`src/rtl/spi_baud_pkg.sv`:
```
package spi_baud_pkg;
  localparam int unsigned SEL_W       = 16;
  localparam int unsigned PRE_W       = 5;
  localparam int unsigned PRE_LSB     = 8;
  localparam int unsigned CODE_W      = 3;
  localparam int unsigned CODE_LSB    = 0;
  localparam int unsigned DIV_LOG_MAX = 5;
  localparam int unsigned SHIFT_W     = $clog2(DIV_LOG_MAX + 1);

  typedef struct packed {
    logic [PRE_W-1:0]  pre_m1;
    logic [CODE_W-1:0] code;
  } baud_cfg_t;

  localparam baud_cfg_t CFG_RESET = '{pre_m1: '0, code: '0};

  // codes below DIV_LOG_MAX select 2^(code+1); all others bypass the divider
  function automatic logic [SHIFT_W-1:0] div_shift(input logic [CODE_W-1:0] code);
    if (int'(code) < int'(DIV_LOG_MAX)) return SHIFT_W'(code) + SHIFT_W'(1);
    return '0;
  endfunction
endpackage

```
`src/rtl/baud_cfg_reg.sv`:
```
module baud_cfg_reg
  import spi_baud_pkg::*;
(
  input  logic             clk_i,
  input  logic             rst_ni,
  input  logic             wr_i,
  input  logic [SEL_W-1:0] data_i,
  input  logic             idle_i,
  input  logic             run_i,
  output baud_cfg_t        cfg_o
);
  baud_cfg_t stage_q, act_q;
  logic      apply;

  assign apply = idle_i & ~run_i;

  always_ff @(posedge clk_i or negedge rst_ni) begin
    if (!rst_ni) begin
      stage_q <= CFG_RESET;
      act_q   <= CFG_RESET;
    end else begin
      if (wr_i) begin
        stage_q.pre_m1 <= data_i[PRE_LSB +: PRE_W];
        stage_q.code   <= data_i[CODE_LSB +: CODE_W];
      end
      if (apply) act_q <= stage_q;
    end
  end

  assign cfg_o = act_q;

  assert_act_stable_in_run_R8: assert property (@(posedge clk_i) disable iff (!rst_ni)
    run_i |=> $stable(act_q));
  assert_act_stable_when_busy_R8: assert property (@(posedge clk_i) disable iff (!rst_ni)
    !idle_i |=> $stable(act_q));
endmodule

```
`src/rtl/baud_prescaler.sv`:
```
module baud_prescaler #(
  parameter int unsigned PRE_W = 5
) (
  input  logic             clk_i,
  input  logic             rst_ni,
  input  logic             run_i,
  input  logic [PRE_W-1:0] pre_m1_i,
  output logic             wrap_o
);
  logic [PRE_W-1:0] cnt_q;

  assign wrap_o = (cnt_q == pre_m1_i);

  always_ff @(posedge clk_i or negedge rst_ni) begin
    if (!rst_ni)     cnt_q <= '0;
    else if (!run_i) cnt_q <= '0;
    else if (wrap_o) cnt_q <= '0;
    else             cnt_q <= cnt_q + PRE_W'(1);
  end

  assert_pre_clear_R9: assert property (@(posedge clk_i) disable iff (!rst_ni)
    !run_i |=> cnt_q == '0);
  assert_pre_bound_R4: assert property (@(posedge clk_i) disable iff (!rst_ni)
    run_i |-> cnt_q <= pre_m1_i);
endmodule

```
`src/rtl/baud_divider.sv`:
```
module baud_divider #(
  parameter int unsigned DIV_LOG_MAX = 5,
  parameter int unsigned SHIFT_W     = 3
) (
  input  logic               clk_i,
  input  logic               rst_ni,
  input  logic               run_i,
  input  logic               step_i,
  input  logic [SHIFT_W-1:0] shift_i,
  output logic               last_o
);
  localparam int unsigned DIV_W = DIV_LOG_MAX;

  logic [DIV_W:0]   one_sh;
  logic [DIV_W-1:0] mask;
  logic [DIV_W-1:0] cnt_q;

  assign one_sh = (DIV_W+1)'(1) << shift_i;
  assign mask   = DIV_W'(one_sh - (DIV_W+1)'(1));
  assign last_o = (cnt_q == mask);

  always_ff @(posedge clk_i or negedge rst_ni) begin
    if (!rst_ni)     cnt_q <= '0;
    else if (!run_i) cnt_q <= '0;
    else if (step_i) cnt_q <= last_o ? '0 : cnt_q + DIV_W'(1);
  end

  always_comb begin
    assert_shift_range_R5: assert (int'(shift_i) <= int'(DIV_LOG_MAX));
  end

  assert_div_bound_R5: assert property (@(posedge clk_i) disable iff (!rst_ni)
    run_i |-> cnt_q <= mask);
  assert_div_clear_R9: assert property (@(posedge clk_i) disable iff (!rst_ni)
    !run_i |=> cnt_q == '0);
endmodule

```
`src/rtl/spi_baud_gen.sv`:
```
module spi_baud_gen
  import spi_baud_pkg::*;
(
  input  logic             clk_i,
  input  logic             rst_ni,
  input  logic             sel_wr_i,
  input  logic [SEL_W-1:0] sel_data_i,
  input  logic             idle_i,
  input  logic             run_i,
  output logic             tick_o
);
  baud_cfg_t          cfg;
  logic               pre_wrap;
  logic               div_last;
  logic [SHIFT_W-1:0] shift;

  assign shift = div_shift(cfg.code);

  baud_cfg_reg u_cfg (
    .clk_i  (clk_i),
    .rst_ni (rst_ni),
    .wr_i   (sel_wr_i),
    .data_i (sel_data_i),
    .idle_i (idle_i),
    .run_i  (run_i),
    .cfg_o  (cfg)
  );

  baud_prescaler #(.PRE_W(PRE_W)) u_pre (
    .clk_i    (clk_i),
    .rst_ni   (rst_ni),
    .run_i    (run_i),
    .pre_m1_i (cfg.pre_m1),
    .wrap_o   (pre_wrap)
  );

  baud_divider #(.DIV_LOG_MAX(DIV_LOG_MAX), .SHIFT_W(SHIFT_W)) u_div (
    .clk_i   (clk_i),
    .rst_ni  (rst_ni),
    .run_i   (run_i),
    .step_i  (pre_wrap),
    .shift_i (shift),
    .last_o  (div_last)
  );

  assign tick_o = run_i & pre_wrap & div_last;

  // back-to-back ticks only at unity ratio
  assert_b2b_only_unity_R3: assert property (@(posedge clk_i) disable iff (!rst_ni)
    (tick_o && $past(tick_o)) |-> (cfg.pre_m1 == '0 && shift == '0));
  assert_first_cycle_tick_unity_R3: assert property (@(posedge clk_i) disable iff (!rst_ni)
    (tick_o && !$past(run_i)) |-> (cfg.pre_m1 == '0 && shift == '0));
  assert_no_tick_idle_R2: assert property (@(posedge clk_i) disable iff (!rst_ni)
    !run_i |-> !tick_o);
endmodule

```
`config.mk`:
```
export PLATFORM = sky130hd
export DESIGN_NAME = spi_baud_gen
export DESIGN_NICKNAME = d
export VERILOG_FILES = /design/src/rtl/spi_baud_pkg.sv /design/src/rtl/baud_cfg_reg.sv /design/src/rtl/baud_prescaler.sv /design/src/rtl/baud_divider.sv /design/src/rtl/spi_baud_gen.sv
export SDC_FILE = /design/constraint.sdc
export NUM_CORES = 1
export LEC_CHECK = 0
export BUFFER_PORTS_ARGS = -buffer_cell sky130_fd_sc_hd__clkbuf_2
export CAP_MARGIN = 20
export CORE_ASPECT_RATIO = 1.4
export CORE_MARGIN = 2
export CORE_UTILIZATION = 49
export CTS_CLUSTER_DIAMETER = 60
export CTS_CLUSTER_SIZE = 25
export DETAILED_ROUTE_END_ITERATION = 8
export PLACE_DENSITY = 0.74
export SYNTH_ARGS = -nofsm -noshare
export SYNTH_HDL_FRONTEND = slang
export SYNTH_HIERARCHICAL = 1
export SYNTH_SLANG_ARGS = --single-unit
```
`constraint.sdc`:
```
create_clock -name clk_i -period 2.3 [get_ports clk_i]
set_clock_uncertainty 0.1 [all_clocks]
set_input_delay 0.46 -clock clk_i [delete_from_list [all_inputs] [get_ports clk_i]]
set_output_delay 0.46 -clock clk_i [all_outputs]
set_load 0.005 [all_outputs]
```
==> summary.md <==
| Metric | Value |
|---|---|
| Final Power | `1.25 mW` |
| Pins Over Slew Limit | `0` |
| Cells after synthesis | `113` |
| Layout net count | `164` |
| GPL Wtd Cong | `0.747` |
| Final Routed Wirelength | `2280 µm` |
| Crit path largest cell delay | `0.49 ns` |
| Synth Area per Inst | `11.8 µm²` |
| Skew-Pair Late Insertion Delay | `0.31 ns` |
| Worst EP required | `1.74 ns` |
| Slew HR | `0.578` |
| Port Buffers | `13` |
| Post-synth cell types | `34` |
| Dpl hpwl | `1740 µm` |
| Main synth FF type | `dfrtp_1` |
| Max-capacitance violation count | `0` |
| CTS sink cnt | `26` |
| Register area share after synthesis | `0.488` |
| Fin util | `0.619` |
| Largest delay share family, worst path | `simple AND/OR/NAND/NOR gates` |
| Final Hold Vio Count | `0` |
| Flop2flop setup slack | `0.16 ns` |
| DIE AREA | `3160 µm²` |
| Vias | `923` |
| Largest cells by area after synthesis | `dfrtp_1 (49%), mux2_4 (9.0%), mux2_2 (7.6%)` |
| Status | `finished with violations` |
| Tot GR Track Use | `0.168` |
| Post-CTS Hold Fix Bufs | `0` |
| DR pass1 iterations | `4` |
| DR vias/cell | `5.27` |
| Slew @ Worst Pin | `0.632 ns` |
| Failing checks | `setup timing` |
| Worst R2R Path Depth | `8` |
| Post-route setup slack | `-0.403 ns` |
| Detail Route Antenna Nets | `0` |
| CTS tree | `built` |
| Root buffer cell | `clkbuf_4` |
| Startpoint types | `register` |
| Worst slack, placed | `-0.153 ns` |
| Fmax | `0.370 GHz` |
| WHS | `0.0331 ns` |
| First-pass GRT wire length | `3820 µm` |
| Vias in the first global route | `916` |
| Yosys reg bits | `26` |
| Area leader, netlist | `dfrtp_1` |
| Most frequent cell after synthesis | `dfrtp_1` |
| Min cycle time layout | `2.70 ns` |
| Power per cell area | `772 nW/µm²` |
| Row Count | `22` |
| Post-Synthesis Net Count | `137` |
| Initial cell density of the core | `0.510` |
| Setup CP Type | `reg2out` |
| Synth top cells by count | `dfrtp_1 (26), nor2_1 (11), mux2_2 (9)` |
| Reg-to-Reg Start | `u_cfg/cfg_o[0]` |
| Die Width | `48.1 µm` |
| Setup violators final | `1` |
| RSZ-0062 raised after global routing | `true` |
| VDD IR-drop max | `0.000552 V` |
| WP data arrival | `2.14 ns` |
| Core area | `2620 µm²` |
| CTS Buf Count | `3` |
| ANT cells | `0` |
| Die Height | `65.7 µm` |
| Drt wl/cell | `13.0 µm` |
| Slowest CP cell | `or4_4` |
| Post-synth EDFFs | `0` |
| Initial antenna violation count | `0` |
| Post-Syn Area | `1330 µm²` |
| Yosys warns | `6` |
| Post-synthesis async set-or-reset flop share | `1.00` |
| Leakage | `0.752 nW` |
| Crit. End Element | `primary output` |
| Hold crit path type | `in2async` |
| CP Max Fanout | `5` |
| Top-area cell type share of the netlist area | `0.488` |
| Deepest clock path buffer count | `2` |
| CP Cell Sequence | `ha_4, and2_4, or4_4, nor2_4, o32ai_2, inv_1, and3_1, clkbuf_2` |
| CP Buf/Inv Count | `2` |
| Num ports | `22` |
| Layout cells sized above 1 | `0.417` |
| DRC viols | `0` |
| Drt initial violations | `22` |
| Area Overhead vs Synth | `21.3%` |
| Final period util | `1.18` |
| GRT overflow | `0` |
| H-tree Lvls | `1` |
| R2r endpoint | `u_div/cnt_q[4]` |
| Largest net degree at the start of global routing | `27` |
| Worst-path clk slew | `0.14 ns` |
-- stage by stage --
step	std cells	TNS, ns	cell area [µm²]
finish	175	-0.403	1620
global route	175	-0.513	1620
CTS	173	-0.446	1590
detailed placement	167	-0.153	1500
global placement	167	-0.108	1500
floorplan	113	-0.00781	1350
-- cell families after synthesis --
family | after synthesis | share of synthesized area
buf+inv | 5 | 0.0206
simple gates | 36 | 0.151
mux | 17 | 0.166
xor+xnor | 9 | 0.0591
flops | 26 | 0.488
compound gates | 17 | 0.0872
fa+ha+maj | 3 | 0.0281
-- sequential cells by signal, indices dropped and copies added, names as in the netlist --
| name | cells |
|---|---|
| u_div/cnt_q | 5 |
| u_pre/cnt_q | 5 |
| u_cfg/stage_q | 8 |
| u_cfg/cfg_o | 8 |
-- placed cells by master (no fill, tap or decap), types with 2 or more instances in the layout --
master and count:
dfrtp_1 25, clkbuf_2 13, buf_4 10, nor2_1 10, mux2_4 9, mux2_2 8
xnor2_1 6, nand3_1 6, o21ai_0 5, nand2_1 4, clkbuf_4 3, xor2_1 3
inv_1 3, a21boi_0 3, a21oi_2 2, nand2b_1 2, a21boi_1 2, ha_1 2
-- worst max path at each step --
stage                   start     end  slack [ns]  cells past startpoint
4_1_cts        u_cfg/cfg_o[1]  tick_o       -0.45                      8
3_3_place_gp   u_cfg/cfg_o[1]  tick_o       -0.11                      8
5_1_grt        u_cfg/cfg_o[0]  tick_o       -0.51                      9
2_1_floorplan  u_cfg/cfg_o[1]  tick_o      -0.008                      8
6_report       u_cfg/cfg_o[0]  tick_o       -0.40                      8
3_5_place_dp   u_cfg/cfg_o[1]  tick_o       -0.15                      8
-- layer usage --
| metal | track usage | share of wire |
|---|---|---|
| met5 | 0 | 0 |
| met2 | 0.303 | 0.56 |
| met1 | 0.199 | 0.41 |
| met3 | 0.0165 | 0.026 |
| met4 | 0.0507 | 0.0070 |
-- timing repair --
action / CTS / global route
pin swaps: 1 / 4
gates cloned: 0 / 0
resized for setup: 5 / 4
buffers inserted: 2 / 2
setup endpoints to repair: 1 / 2
-- layout make-up --
type	instances	area, µm²
Clock buffer	3	22.5
Clock inverter	1	30.0
Fill cell	213	997
Inverter	3	11.3
Multi-Input combinational cell	82	706
Sequential cell	26	652
Tap cell	36	45.0
Timing Repair Buffer	24	151
-- report_power, final --
group | leakage [nW] | switching (mW) | internal, mW | total [mW]
combinational | 0.401 | 0.156 | 0.224 | 0.379
clock | 0.0279 | 0.129 | 0.176 | 0.305
sequential | 0.324 | 0.0541 | 0.511 | 0.565
No activity file was read; power rests on OpenSTA's default activity.
